File: src/rtl/nand_seq_pkg.sv
package nand_seq_pkg;
  typedef enum logic [1:0] {K_CMD = 2'd0, K_ADDR = 2'd1, K_WR = 2'd2, K_RD = 2'd3} bus_kind_e;

  localparam int CODE_W   = 15;
  localparam int PH_CMD1  = 14;
  localparam int PH_COL0  = 13;
  localparam int PH_COL1  = 12;
  localparam int PH_ROW0  = 11;
  localparam int PH_ROW1  = 10;
  localparam int PH_ROW2  = 9;
  localparam int PH_WDATA = 8;
  localparam int PH_CMD2  = 7;
  localparam int PH_WAIT  = 6;
  localparam int PH_RDATA = 5;
  localparam int PH_CMD3  = 4;
  localparam int PH_STAT  = 3;
  localparam int PH_ID    = 2;
  localparam logic [CODE_W-1:0] CODE_USED = 15'h7FFC;
endpackage

File: src/rtl/nand_phase_pick.sv
module nand_phase_pick #(
  parameter int W  = 15,
  localparam int IW = $clog2(W)
) (
  input  logic [W-1:0]  mask_i,
  output logic          valid_o,
  output logic [IW-1:0] idx_o
);
  always_comb begin
    valid_o = |mask_i;
    idx_o   = '0;
    for (int i = 0; i < W; i++) begin
      if (mask_i[i]) idx_o = i[IW-1:0];
    end
  end
endmodule

File: src/rtl/nand_strobe.sv
module nand_strobe
  import nand_seq_pkg::*;
#(
  parameter int T_SETUP = 2,
  parameter int T_LOW   = 3,
  parameter int T_HIGH  = 2,
  parameter int T_HOLD  = 2
) (
  input  logic       clk_i,
  input  logic       rst_ni,
  input  logic       go_i,
  input  bus_kind_e  kind_i,
  input  logic [7:0] byte_i,
  input  logic [7:0] dq_i,
  output logic       cle_o,
  output logic       ale_o,
  output logic       we_no,
  output logic       re_no,
  output logic [7:0] dq_o,
  output logic       dq_oe_o,
  output logic [7:0] rbyte_o,
  output logic       done_o
);
  localparam int T_A   = (T_SETUP > T_LOW) ? T_SETUP : T_LOW;
  localparam int T_B   = (T_HIGH > T_HOLD) ? T_HIGH : T_HOLD;
  localparam int T_MAX = (T_A > T_B) ? T_A : T_B;
  localparam int CW    = $clog2(T_MAX + 1);

  typedef enum logic [2:0] {S_IDLE, S_SETUP, S_LOW, S_HIGH, S_HOLD} st_e;

  st_e       st_q;
  logic [CW-1:0] cnt_q;
  bus_kind_e kind_q;
  logic [7:0] byte_q;

  always_ff @(posedge clk_i or negedge rst_ni) begin
    if (!rst_ni) begin
      st_q    <= S_IDLE;
      cnt_q   <= '0;
      kind_q  <= K_CMD;
      byte_q  <= '0;
      rbyte_o <= '0;
      done_o  <= 1'b0;
    end else begin
      done_o <= 1'b0;
      unique case (st_q)
        S_IDLE: if (go_i) begin
          kind_q <= kind_i;
          byte_q <= byte_i;
          st_q   <= S_SETUP;
          cnt_q  <= CW'(T_SETUP - 1);
        end
        S_SETUP: if (cnt_q == '0) begin
          st_q  <= S_LOW;
          cnt_q <= CW'(T_LOW - 1);
        end else cnt_q <= cnt_q - 1'b1;
        S_LOW: if (cnt_q == '0) begin
          if (kind_q == K_RD) rbyte_o <= dq_i;
          st_q  <= S_HIGH;
          cnt_q <= CW'(T_HIGH - 1);
        end else cnt_q <= cnt_q - 1'b1;
        S_HIGH: if (cnt_q == '0) begin
          st_q  <= S_HOLD;
          cnt_q <= CW'(T_HOLD - 1);
        end else cnt_q <= cnt_q - 1'b1;
        S_HOLD: if (cnt_q == '0) begin
          st_q   <= S_IDLE;
          done_o <= 1'b1;
        end else cnt_q <= cnt_q - 1'b1;
        default: st_q <= S_IDLE;
      endcase
    end
  end

  logic active;
  assign active  = (st_q != S_IDLE);
  assign cle_o   = active && (kind_q == K_CMD);
  assign ale_o   = active && (kind_q == K_ADDR);
  assign we_no   = !((st_q == S_LOW) && (kind_q != K_RD));
  assign re_no   = !((st_q == S_LOW) && (kind_q == K_RD));
  assign dq_oe_o = active && (kind_q != K_RD);
  assign dq_o    = byte_q;

  a_r9_we_re_excl: assert property (@(posedge clk_i) disable iff (!rst_ni) we_no || re_no);
  a_r9_latch_stable: assert property (@(posedge clk_i) disable iff (!rst_ni)
    !we_no |-> ($stable(cle_o) && $stable(ale_o)));
  a_r9_go_only_idle: assert property (@(posedge clk_i) disable iff (!rst_ni)
    go_i |-> (st_q == S_IDLE));
endmodule

File: src/rtl/nand_rb_wait.sv
module nand_rb_wait #(
  parameter int NUM_RB = 4,
  parameter int TO_W   = 20,
  parameter int T_WB   = 4
) (
  input  logic              clk_i,
  input  logic              rst_ni,
  input  logic              start_i,
  input  logic [NUM_RB-1:0] rb_i,
  input  logic [3:0]        sel_i,
  input  logic [TO_W-1:0]   limit_i,
  output logic              done_o,
  output logic              timeout_o
);
  localparam int WB_W = $clog2(T_WB + 2);

  logic [NUM_RB-1:0] s1_q, s2_q;
  logic [15:0]       rb_pad;
  logic              sel_hi, active_q, hi_seen_q, ready_now;
  logic [TO_W-1:0]   tcnt_q;
  logic [WB_W-1:0]   wb_q;

  assign rb_pad    = 16'(s2_q);
  assign sel_hi    = rb_pad[sel_i];
  assign ready_now = active_q && (wb_q == '0) && sel_hi && hi_seen_q;

  always_ff @(posedge clk_i or negedge rst_ni) begin
    if (!rst_ni) begin
      s1_q <= '0; s2_q <= '0;
      active_q <= 1'b0; hi_seen_q <= 1'b0;
      tcnt_q <= '0; wb_q <= '0;
      done_o <= 1'b0; timeout_o <= 1'b0;
    end else begin
      s1_q <= rb_i;
      s2_q <= s1_q;
      done_o    <= 1'b0;
      timeout_o <= 1'b0;
      if (start_i) begin
        active_q  <= 1'b1;
        hi_seen_q <= 1'b0;
        tcnt_q    <= '0;
        wb_q      <= WB_W'(T_WB);
      end else if (active_q) begin
        if (ready_now) begin
          active_q <= 1'b0;
          done_o   <= 1'b1;
        end else if (tcnt_q == limit_i) begin
          active_q  <= 1'b0;
          done_o    <= 1'b1;
          timeout_o <= 1'b1;
        end else begin
          tcnt_q <= tcnt_q + 1'b1;
          if (wb_q != '0) begin
            wb_q      <= wb_q - 1'b1;
            hi_seen_q <= 1'b0;
          end else hi_seen_q <= sel_hi;
        end
      end
    end
  end

  a_r6_timeout_with_done: assert property (@(posedge clk_i) disable iff (!rst_ni)
    timeout_o |-> done_o);
  a_r5_two_high: assert property (@(posedge clk_i) disable iff (!rst_ni)
    (done_o && !timeout_o) |-> ($past(sel_hi) && $past(sel_hi, 2)));
endmodule

File: src/rtl/nand_word_buf.sv
module nand_word_buf #(
  parameter int WORDS = 16,
  localparam int AW    = $clog2(WORDS),
  localparam int BAW   = $clog2(WORDS * 4)
) (
  input  logic           clk_i,
  input  logic           sw_we_i,
  input  logic [AW-1:0]  sw_waddr_i,
  input  logic [31:0]    sw_wdata_i,
  input  logic [AW-1:0]  sw_raddr_i,
  output logic [31:0]    sw_rdata_o,
  input  logic           hw_we_i,
  input  logic [BAW-1:0] hw_waddr_i,
  input  logic [7:0]     hw_wbyte_i,
  input  logic [BAW-1:0] hw_raddr_i,
  output logic [7:0]     hw_rbyte_o
);
  // byte 4w+0 is bits 31:24 of word w
  logic [7:0] mem_q [WORDS*4];

  always_ff @(posedge clk_i) begin
    if (sw_we_i) begin
      for (int l = 0; l < 4; l++) mem_q[{sw_waddr_i, 2'(l)}] <= sw_wdata_i[31-8*l -: 8];
    end
    if (hw_we_i) mem_q[hw_waddr_i] <= hw_wbyte_i;
  end

  always_comb begin
    for (int l = 0; l < 4; l++) sw_rdata_o[31-8*l -: 8] = mem_q[{sw_raddr_i, 2'(l)}];
  end
  assign hw_rbyte_o = mem_q[hw_raddr_i];
endmodule

File: src/rtl/nand_cycle_seq.sv
module nand_cycle_seq
  import nand_seq_pkg::*;
#(
  parameter int BUF_WORDS = 16,
  parameter int T_SETUP   = 2,
  parameter int T_LOW     = 3,
  parameter int T_HIGH    = 2,
  parameter int T_HOLD    = 2,
  parameter int T_WB      = 4,
  parameter int ID_BYTES  = 5,
  parameter int NUM_RB    = 4,
  parameter int TO_W      = 20,
  localparam int AW       = $clog2(BUF_WORDS),
  localparam int BAW      = $clog2(BUF_WORDS * 4),
  localparam int CNT_W    = BAW + 1,
  localparam int CE_W     = 4
) (
  input  logic              clk_i,
  input  logic              rst_ni,
  input  logic              start_i,
  input  logic [14:0]       code_i,
  input  logic [7:0]        cmd1_i,
  input  logic [7:0]        cmd2_i,
  input  logic [7:0]        cmd3_i,
  input  logic [15:0]       col_i,
  input  logic [31:0]       row_i,
  input  logic [CNT_W-1:0]  count_i,
  input  logic [TO_W-1:0]   timeout_i,
  input  logic              buf_we_i,
  input  logic [AW-1:0]     buf_waddr_i,
  input  logic [31:0]       buf_wdata_i,
  input  logic [AW-1:0]     buf_raddr_i,
  output logic [31:0]       buf_rdata_o,
  output logic              busy_o,
  output logic              done_o,
  output logic              timeout_err_o,
  output logic [CE_W-1:0]   nand_ce_no,
  output logic              nand_cle_o,
  output logic              nand_ale_o,
  output logic              nand_we_no,
  output logic              nand_re_no,
  output logic [7:0]        nand_dq_o,
  output logic              nand_dq_oe_o,
  input  logic [7:0]        nand_dq_i,
  input  logic [NUM_RB-1:0] nand_rb_i
);
  localparam int IW = $clog2(CODE_W);

  typedef enum logic [1:0] {C_IDLE, C_PICK, C_BUS, C_WAIT} ctl_e;

  ctl_e              st_q;
  logic [CODE_W-1:0] pend_q;
  logic [7:0]        cmd1_q, cmd2_q, cmd3_q;
  logic [15:0]       col_q;
  logic [31:0]       row_q;
  logic [CNT_W-1:0]  count_q, pcnt_q, lim;
  logic [TO_W-1:0]   tmo_q;
  logic [BAW-1:0]    wptr_q, rptr_q;

  logic              pick_valid, multi, is_read, phase_full;
  logic [IW-1:0]     pick_idx;
  logic              go, rb_start, strb_done, rb_done, rb_to;
  bus_kind_e         go_kind;
  logic [7:0]        go_byte, strb_rbyte, hw_rbyte;

  nand_phase_pick #(.W(CODE_W)) u_pick (
    .mask_i(pend_q), .valid_o(pick_valid), .idx_o(pick_idx)
  );

  always_comb begin
    go_kind = K_CMD;
    go_byte = 8'h00;
    lim     = CNT_W'(1);
    multi   = 1'b0;
    is_read = 1'b0;
    unique case (int'(pick_idx))
      PH_CMD1:  go_byte = cmd1_q;
      PH_COL0:  begin go_kind = K_ADDR; go_byte = col_q[7:0];   end
      PH_COL1:  begin go_kind = K_ADDR; go_byte = col_q[15:8];  end
      PH_ROW0:  begin go_kind = K_ADDR; go_byte = row_q[7:0];   end
      PH_ROW1:  begin go_kind = K_ADDR; go_byte = row_q[15:8];  end
      PH_ROW2:  begin go_kind = K_ADDR; go_byte = row_q[23:16]; end
      PH_WDATA: begin go_kind = K_WR; go_byte = hw_rbyte; lim = count_q; multi = 1'b1; end
      PH_CMD2:  go_byte = cmd2_q;
      PH_RDATA: begin go_kind = K_RD; lim = count_q; multi = 1'b1; is_read = 1'b1; end
      PH_CMD3:  go_byte = cmd3_q;
      PH_STAT:  begin go_kind = K_RD; multi = 1'b1; is_read = 1'b1; end
      PH_ID:    begin go_kind = K_RD; lim = CNT_W'(ID_BYTES); multi = 1'b1; is_read = 1'b1; end
      default:  ;
    endcase
  end

  assign phase_full = multi && (pcnt_q == lim);
  assign go       = (st_q == C_PICK) && pick_valid && (int'(pick_idx) != PH_WAIT) && !phase_full;
  assign rb_start = (st_q == C_PICK) && pick_valid && (int'(pick_idx) == PH_WAIT);

  always_ff @(posedge clk_i or negedge rst_ni) begin
    if (!rst_ni) begin
      st_q <= C_IDLE; pend_q <= '0;
      cmd1_q <= '0; cmd2_q <= '0; cmd3_q <= '0;
      col_q <= '0; row_q <= '0; count_q <= '0; tmo_q <= '0;
      wptr_q <= '0; rptr_q <= '0; pcnt_q <= '0;
      timeout_err_o <= 1'b0; done_o <= 1'b0;
    end else begin
      done_o <= 1'b0;
      unique case (st_q)
        C_IDLE: if (start_i) begin
          pend_q  <= code_i & CODE_USED;
          cmd1_q  <= cmd1_i; cmd2_q <= cmd2_i; cmd3_q <= cmd3_i;
          col_q   <= col_i;  row_q  <= row_i;
          count_q <= count_i; tmo_q <= timeout_i;
          wptr_q  <= '0; rptr_q <= '0; pcnt_q <= '0;
          timeout_err_o <= 1'b0;
          st_q    <= C_PICK;
        end
        C_PICK: begin
          if (!pick_valid) begin
            st_q   <= C_IDLE;
            done_o <= 1'b1;
          end else if (rb_start) begin
            st_q <= C_WAIT;
          end else if (phase_full) begin
            pend_q[pick_idx] <= 1'b0;
            pcnt_q <= '0;
          end else begin
            st_q <= C_BUS;
          end
        end
        C_BUS: if (strb_done) begin
          if (is_read) rptr_q <= rptr_q + 1'b1;
          if (go_kind == K_WR) wptr_q <= wptr_q + 1'b1;
          if (multi) pcnt_q <= pcnt_q + 1'b1;
          else pend_q[pick_idx] <= 1'b0;
          st_q <= C_PICK;
        end
        C_WAIT: if (rb_done) begin
          if (rb_to) begin
            timeout_err_o <= 1'b1;
            pend_q <= '0;
          end else pend_q[PH_WAIT] <= 1'b0;
          st_q <= C_PICK;
        end
        default: st_q <= C_IDLE;
      endcase
    end
  end

  assign busy_o     = (st_q != C_IDLE);
  assign nand_ce_no = busy_o ? ~row_q[27:24] : '1;

  nand_strobe #(
    .T_SETUP(T_SETUP), .T_LOW(T_LOW), .T_HIGH(T_HIGH), .T_HOLD(T_HOLD)
  ) u_strobe (
    .clk_i, .rst_ni, .go_i(go), .kind_i(go_kind), .byte_i(go_byte), .dq_i(nand_dq_i),
    .cle_o(nand_cle_o), .ale_o(nand_ale_o), .we_no(nand_we_no), .re_no(nand_re_no),
    .dq_o(nand_dq_o), .dq_oe_o(nand_dq_oe_o), .rbyte_o(strb_rbyte), .done_o(strb_done)
  );

  nand_rb_wait #(.NUM_RB(NUM_RB), .TO_W(TO_W), .T_WB(T_WB)) u_rb (
    .clk_i, .rst_ni, .start_i(rb_start), .rb_i(nand_rb_i), .sel_i(row_q[31:28]),
    .limit_i(tmo_q), .done_o(rb_done), .timeout_o(rb_to)
  );

  nand_word_buf #(.WORDS(BUF_WORDS)) u_buf (
    .clk_i, .sw_we_i(buf_we_i), .sw_waddr_i(buf_waddr_i), .sw_wdata_i(buf_wdata_i),
    .sw_raddr_i(buf_raddr_i), .sw_rdata_o(buf_rdata_o),
    .hw_we_i((st_q == C_BUS) && strb_done && is_read), .hw_waddr_i(rptr_q),
    .hw_wbyte_i(strb_rbyte), .hw_raddr_i(wptr_q), .hw_rbyte_o(hw_rbyte)
  );

  a_r10_done_pulse: assert property (@(posedge clk_i) disable iff (!rst_ni) done_o |=> !done_o);
  a_r10_done_idle: assert property (@(posedge clk_i) disable iff (!rst_ni) done_o |-> !busy_o);
  a_r10_cfg_frozen: assert property (@(posedge clk_i) disable iff (!rst_ni)
    (busy_o && start_i) |=> ($stable(cmd1_q) && $stable(row_q)));
  a_r11_ce_idle: assert property (@(posedge clk_i) disable iff (!rst_ni) !busy_o |-> (&nand_ce_no));
  a_r2_latch_excl: assert property (@(posedge clk_i) disable iff (!rst_ni) !(nand_cle_o && nand_ale_o));
  a_r2_strobe_busy: assert property (@(posedge clk_i) disable iff (!rst_ni)
    (!nand_we_no || !nand_re_no) |-> busy_o);
endmodule

File: config.mk
export PLATFORM = sky130hd
export DESIGN_NAME = nand_cycle_seq
export DESIGN_NICKNAME = d
export VERILOG_FILES = /design/src/rtl/nand_seq_pkg.sv /design/src/rtl/nand_phase_pick.sv /design/src/rtl/nand_strobe.sv /design/src/rtl/nand_rb_wait.sv /design/src/rtl/nand_word_buf.sv /design/src/rtl/nand_cycle_seq.sv
export SDC_FILE = /design/constraint.sdc
export NUM_CORES = 1
export LEC_CHECK = 0
export BUFFER_PORTS_ARGS = -buffer_cell sky130_fd_sc_hd__buf_2
export CAP_MARGIN = 5
export CORE_ASPECT_RATIO = 1.75
export CORE_MARGIN = 5
export CORE_UTILIZATION = 50
export DETAILED_ROUTE_END_ITERATION = 12
export PLACE_DENSITY = 0.64
export SYNTH_ARGS = -nofsm -noshare
export SYNTH_HDL_FRONTEND = slang
export SYNTH_SLANG_ARGS = --single-unit
export TNS_END_PERCENT = 50
File: constraint.sdc
create_clock -name clk_i -period 15.5 [get_ports clk_i]
set_input_delay 4.65 -clock clk_i [delete_from_list [all_inputs] [get_ports clk_i]]
set_output_delay 4.65 -clock clk_i [all_outputs]
set_load 0.05 [all_outputs]
## Yosys cells after proc, flatten, opt, wreduce, memory -nomap -nowiden

Memory sizes are Yosys's and may differ from the RTL's.
Cells that the tools add are included.
W data, S select, Z words.

| storage, ports and cells | value |
|---|---|
| memories | 1 |
| input bits | 170 |
| bits in writable memories | 512 |
| word-level logic and storage cells | 245 |
| flip-flop bits (word level) | 196 |

| cells by class | value |
|---|---|
| bitwise gates (word level) | 3 |
| equal/unequal tests | 47 |
| muxes and demuxes | 103 |
| reduce and logical (&&, ||, !) cells | 53 |
| magnitude comparators | 3 |
| add/sub/neg operators | 6 |

Memory list:

| name | words | bits a word | read ports | clocked after memory_dff | wr ports | line | RTL |
|---|---|---|---|---|---|---|---|
| u_buf.mem_q | 64 | 8 | 5 | 0 | 5 | nand_word_buf.sv:19 | `logic [7:0] mem_q [WORDS*4];` |

Operators by type and width:

| operator | count |
|---|---|
| $mux W15 | 7 |
| $mux W20 | 4 |
| $pmux W8 S9 | 1 |
| $pmux W15 S4 | 1 |
| $mux W3 | 14 |
| $mux W7 | 6 |
| $mux W6 | 6 |
| $eq A4 B4 Y1 const B | 8 |
| $mux W1 | 32 |
| $mux W4 | 8 |
| $ne A2 B2 Y1 const B | 13 |
| $mux W2 | 12 |
| $pmux W6 S2 | 2 |
| $pmux W7 S3 | 1 |
| $add A20 B1 Y20 const B | 1 |
| $eq A20 B20 Y1 | 1 |
| $reduce_and A4 Y1 | 5 |
| $logic_and A1 B1 Y1 | 16 |
| $pmux W2 S4 | 2 |
| $and A15 B15 Y15 | 1 |
| $not A15 Y15 | 1 |
| $pmux W3 S5 | 1 |
| $reduce_or A15 Y1 | 1 |
| $ne A2 B1 Y1 const B | 7 |
| other kinds (37) | 64 |

## Longest topological paths before layout

Gate-level depths: netlist (run 1).

| logic depth | value |
|---|---|
| depth in word-level cells | 24 |
| depth in mapped cells | 12 |
| depth with buffers taken out | 11 |

## Modules after synthesis

Synthesis (run 1) repeated with hierarchy kept, for this count alone.

| unflattened totals | value |
|---|---|
| cells, all modules | 2,714 |
| area, all modules | 40,386.2 µm² |

Modules (own cells, without submodules):

| module | area each (µm²) | cells each | times used |
|---|---|---|---|
| nand_word_buf | 30,610.6 | 1,837 | 1 |
| nand_cycle_seq | 6,567.5 | 567 | 1 |
| nand_rb_wait | 1,959.4 | 200 | 1 |
| nand_strobe | 1,098.6 | 84 | 1 |
| nand_phase_pick | 150.1 | 26 | 1 |

## Worst setup path after synthesis (run 1)

Ideal clock, no wire load.

| timing | value |
|---|---|
| path type | in2out |
| from | in buf_raddr_i[0] |
| to | out buf_rdata_o[0] |
| slack | 3.969 ns |
| required time | 10.850 ns |
| cell stages on the path | 4 |
| arrival time | 6.881 ns |
| cells stage by stage | clkbuf_1 -> buf_1 -> mux4_2 -> mux4_2 |

| between the ends | value |
|---|---|
| cells in the longest elaborated chain, start to end | 1 |

Ends and longest elaborated chain:

| element | line | RTL |
|---|---|---|
| start: declaration | nand_cycle_seq.sv:32 | `input logic [AW-1:0] buf_raddr_i,` |
| $mem_v2 Z64 W8 | -- |  |
| end: declaration | nand_cycle_seq.sv:33 | `output logic [31:0] buf_rdata_o,` |

Every way passes these cells.

## Final worst setup path (run 1)

| timing | value |
|---|---|
| from | in buf_raddr_i[1] |
| to | out buf_rdata_o[13] |

Same word-level chain as after synthesis.

==> impl_metrics.ini, run 1 <==
[setup_path]
crit_family = buffers and inverters
cp-end-kind = output port
critPathSlowestCell = buf_4
crit_type = input pin to output port
critPathRequiredTime_ns = 10.85
cp_cell_sequence = buf_6 > buf_4 > mux4_2 > mux4_2 > buf_2
path_buf_inv = 3
max_stage_delay_ns = 0.84
cp-start-kind = input pin
reg2reg_slack_ns = 9.86
critPathMaxFanout = 65
arrival_ns = 7.47
worst_path_most_repeated_cell = mux4_2

[pwr]
p_int_mw = 3.20
p_switching_mw = 0.994
ir_worst_vdd_v = 0.0000922
p_per_area_mw_per_mm2 = 95.2
p_comb_share_pct = 8.2
p_total_mw = 4.19
switching_share_pct = 23.7
p_seq_share_pct = 49.7
clkPwrFrac_pct = 42.1
p_leak_nw = 15.5

[place]
gp_congestion = 0.954
dp_hpwl_mm = 106
place_inst = 3666
io_buffers = 219
place_area_mm2 = 0.0417

[layout]
syn_to_final_growth_pct = 11.1
final_area_mm2 = 0.0440
fin_nets = 2888
final_core_util_pct = 56.0
drive_above_1_share_pct = 50.8
post_layout_nonfiller_instances = 3802

[yosys]
synth_ff_type = edfxtp_1
yosysTopAreaCellShare_pct = 38.8
ys_ff_latch = 708
synth_largest_area_cell = edfxtp_1
ys_warn_count = 0
syn_avg_cell_area_um2 = 15.4
synth_nets = 2760
yosysSeqAreaShare_pct = 51.1
synthCells = 2577
synthTopCellsByCount = mux2_2, edfxtp_1, mux4_2
netlist_area_mm2 = 0.0397
synth_area_leaders = edfxtp_1, mux4_2, mux2_2, dfrtp_1, clkbuf_1
ys_async_sr_fraction_pct = 27.7
yosysUniqueCellTypes = 70
synth_edf_count = 512
synth_most_common_cell = mux2_2

[clock_network]
clk_path_buf_depth = 3
cts-resized-gates = 0
insertion_delay_ns = 0.68
ctsHoldBuffers = 0
root_buffer = clkbuf_16
cts_setup_buffers = 0
cts.htree.levels = 3
path_clk_slew_ns = 0.06
cts.sinks = 708
cts_tree = done
cts_made_buffers = 72

[global_route]
overflow = 0
antenna_found_initial = 15
grt_max_degree = 112
grt_pass1_vias = 26900
grt_usage_pct = 32.3
grt_pass1_wl_mm = 196

[outcome]
outcome = completed

[route]
finalWirelength_mm = 139
wl_per_cell_um = 36.6
ant_nets = 0
drcViolationCount = 0
via_count = 25800
vias_per_cell = 6.78
first_iter_violations = 2769
drtPass1Iterations = 6

[timing]
setup_violations = 0
max_slew_margin_pct = 14.4
maxSlewViolCount = 0
max_freq_mhz = 82.5
fin_crit_ns = 12.12
setup_tns_ns = 0
worst_slew_pin_slew_ns = 1.27
fin_crit_sh_pct = 78.2
finClkSkew_ns = 0.0431
rsz0062_at_grt = no
hold_viol = 0

[worst_hold_path]
hp-class = register to register

[floorplanning]
die_w_um = 223
chipHeight_um = 383
rows = 136
core-area_mm2 = 0.0786
die_area_mm2 = 0.0853
start_util_pct = 50.4
ioPinCount = 222

[job]
cap_violations = 0
[sequential cells by signal (all words and copies together), names as in the netlist, 15 cells and up]
signal       flops
pend_q          15
row_q           32
u_buf.mem_q    512
tmo_q           20
u_rb.tcnt_q     20
col_q           16
[final cells by class]
cell class              count  area, um2
well taps                1035       1290
clock buffers              98       2080
diodes                      5       12.5
flip-flops and latches    708      20300
fillers                  6412      34600
multi-input cells        1621      18400
inverters                  22       82.6
clock inverters            33        250
repair buffers            280       1600
[cells in the final DEF (no fill, tap or decap), types with 33 or more instances in the layout]
cell type / count
buf_2: 216
dfrtp_1: 183
nand3_1: 33
mux4_2: 321
nand2_1: 122
mux2_2: 620
buf_4: 59
nor2_1: 83
edfxtp_1: 512
clkbuf_16: 76
o21ai_0: 74
[routing by layer]
metal	vias up	GRT usage (%)	routed length, um
li1	10600	-	-
met1	13200	32.5	42600
met5	-	0	67
met3	520	4.86	8200
met4	8	28.0	15600
met2	1450	57.6	72800
[power groups by stage]
stage | Combinational (mW) | Sequential (mW) | Clock [mW]
5_1_grt | 0.362 | 2.08 | 1.88
6_report | 0.345 | 2.08 | 1.76
2_1_floorplan | 0.222 | 2.10 | 0
3_5_place_dp | 0.342 | 2.12 | 0
4_1_cts | 0.343 | 2.08 | 1.79
3_3_place_gp | 0.334 | 2.12 | 0
[final timing paths]
path	end	startpoint	depth (start not counted)
worst max-delay path	buf_rdata_o[13]	buf_raddr_i[1]	5
worst min-delay path	u_rb.s2_q[1]	u_rb.s1_q[1]	0
worst max register to register	u_buf.mem_q[13][5]	pend_q[8]	9
worst min register to register	u_rb.s2_q[1]	u_rb.s1_q[1]	0
max in group asynchronous	tmo_q[14]	rst_ni	2
min in group asynchronous	count_q[3]	rst_ni	1
[kinds of logic after synthesis]
kind of cell,Yosys count,synth area share [%]
AO/OA/AOI/OAI,206,3.47
XOR/XNOR,43,0.950
adder cells (fa/ha/maj),13,0.410
buffers and inverters,248,2.45
multiplexers,963,36.4
AND/OR/NAND/NOR,396,5.18
flip-flops,708,51.1
[stage by stage]
stage | worst slack (ns) | hold slack [ns]
CTS | 3.42 | 0.354
finish | 3.38 | 0.361
detailed placement | 3.41 | 0.340
global placement | 3.41 | 0.336
floorplan | 3.97 | 0.331
global route | 3.28 | 0.364
(Power assumes the default switching activity.)
==> run 2: changes to the inputs <==
clock period = 12.7 ns   (was 15.5 ns; I/O delays follow)
==> run 2 against run 1 <==
Sequential cell count unchanged. Power increased by 24%. Largest cell class unchanged. Sequential power is 23% higher. Clock skew fell by 0.019 ns. Highest routed layer unchanged. Critical endpoint is now buf_rdata_o[30].
==> impl_metrics.ini, run 2 (synthesized netlist as in run 1, its figures left out) <==
[pwr]
p_per_area_mw_per_mm2 = 118
p_leak_nw = 15.6
p_comb_share_pct = 8.1
switching_share_pct = 23.8
ir_worst_vdd_v = 0.000127
p_seq_share_pct = 48.9
p_int_mw = 3.96
clkPwrFrac_pct = 43.0
p_switching_mw = 1.24

[route]
drcViolationCount = 0
via_count = 25900
wl_met2_mm = 73.9
first_iter_violations = 3299
vias_per_cell = 6.81
wl_met1_mm = 43.2
drtPass1Iterations = 6
top_layer_used = met5
ant_nets = 0
wl_met3_mm = 8.67
finalWirelength_mm = 140
wl_per_cell_um = 36.9

[floorplanning]
core-area_mm2 = 0.0786
rows = 136
ioPinCount = 222
chipHeight_um = 383
start_util_pct = 50.4
die_w_um = 223
die_area_mm2 = 0.0853

[layout]
seqCellArea_mm2 = 0.0203
syn_to_final_growth_pct = 11.4
fill_cells = 6412
largest_reg_flops = 512
final_common_cell = mux2_2
multi_input_area_mm2 = 0.0184
fin_nets = 2891
final_cell_mix = mux2_2, edfxtp_1, mux4_2
drive_above_1_share_pct = 51.1
top_register = u_buf.mem_q
reg_top3 = u_buf.mem_q (512), row_q (32)

[place]
gp_congestion = 0.989
dp_hpwl_mm = 107
io_buffers = 219

[global_route]
grt_pass1_vias = 26900
grt_max_degree = 94
grt_usage_pct = 32.5
antenna_found_initial = 12
overflow = 0
grt_pass1_wl_mm = 197

[setup_path]
timing.rr.end = u_buf.mem_q[5][4]
critPathMaxFanout = 67
cp-end-kind = output port
r2r_start = pend_q[8]
reg2reg_slack_ns = 6.97
reg2reg_depth = 9
crit_type = input pin to output port
cp-start-kind = input pin
arrival_ns = 6.41
critPathRequiredTime_ns = 8.89

[timing]
finClkSkew_ns = 0.0240
setup_tns_ns = 0
hold_viol = 0
fin_crit_ns = 10.22
setup_violations = 0
maxSlewViolCount = 0
rsz0062_at_grt = no
worst_slew_pin_slew_ns = 1.22
max_slew_margin_pct = 18.7
fin_crit_sh_pct = 80.5
max_freq_mhz = 97.8
hold_ws_ns = 0.342

[clock_network]
cts.htree.levels = 3
path_clk_slew_ns = 0.07
cts-resized-gates = 0
root_buffer = clkbuf_16
cts_setup_buffers = 0
clk_path_buf_depth = 3
insertion_delay_ns = 0.66
ctsHoldBuffers = 0
cts_made_buffers = 71
cts_tree = done
cts.sinks = 708

[worst_hold_path]
hp-class = register to register
hold_path_end = u_rb.s2_q[0]
worstHoldStart = u_rb.s1_q[0]
hold_depth = 0

[outcome]
outcome = completed

[job]
cap_violations = 0
## run 2: changes by cell type in the layout (fill, tap and decap cells not counted), sizes merged
cell / delta
bufinv: +4
inv: +3
clkinvlp: +4
clkbuf: -8
buf: +4
clkinv: -2
## run 2: power by group through the flow
stage | logic, mW | registers, mW | clock network, mW
after floorplan | 0.271 | 2.57 | 0
after global placement | 0.407 | 2.59 | 0
after detailed placement | 0.417 | 2.59 | 0
after CTS | 0.418 | 2.54 | 2.28
after global routing | 0.440 | 2.54 | 2.37
final | 0.420 | 2.55 | 2.24
## run 2: cell type report
| type | instances | share of cell area [%] |
|---|---|---|
| diodes | 5 | 0.0283 |
| clock buffers | 90 | 4.54 |
| repair buffers | 284 | 3.70 |
| multi-input cells | 1621 | 41.7 |
| flip-flops and latches | 708 | 45.9 |
| clock inverters | 42 | 0.980 |
| well taps | 1035 | 2.93 |
| inverters | 22 | 0.187 |
## run 2: how the worst max path moves through the flow
stage              startpoint              end  slack (ns)  depth (start not counted)
6_report       buf_raddr_i[0]  buf_rdata_o[30]        2.48                          5
5_1_grt        buf_raddr_i[0]  buf_rdata_o[30]        2.35                          5
2_1_floorplan  buf_raddr_i[0]   buf_rdata_o[0]        2.85                          4
3_3_place_gp   buf_raddr_i[0]  buf_rdata_o[27]        2.45                          5
3_5_place_dp   buf_raddr_i[0]  buf_rdata_o[27]        2.46                          5
4_1_cts        buf_raddr_i[0]  buf_rdata_o[27]        2.46                          5
## run 2: per-stage QoR
| stage | instances | power (mW) | cell area (um2) | worst slack (ns) | utilization [%] |
|---|---|---|---|---|---|
| after detailed placement | 3670 | 3.01 | 41700 | 2.46 | 53.1 |
| final | 3807 | 5.20 | 44200 | 2.48 | 56.2 |
| after global placement | 3670 | 3.00 | 41700 | 2.45 | 53.1 |
| after floorplan | 2577 | 2.84 | 39700 | 2.85 | - |
| after global routing | 3804 | 5.35 | 44200 | 2.35 | 56.2 |
| after CTS | 3802 | 5.24 | 44200 | 2.46 | 56.2 |
## run 2: per-layer routing
| layer | vias up | GRT usage, % |
|---|---|---|
| met5 | - | 0 |
| met3 | 506 | 4.87 |
| met2 | 1547 | 58.4 |
| met4 | 6 | 26.1 |
| met1 | 13300 | 33.2 |
| li1 | 10600 | - |
## run 2: worst max-delay path: stages
cell and delay (ns):
clkbuf_8 0.67, buf_4 0.40, mux4_2 0.59, mux4_2 0.58, buf_2 0.26
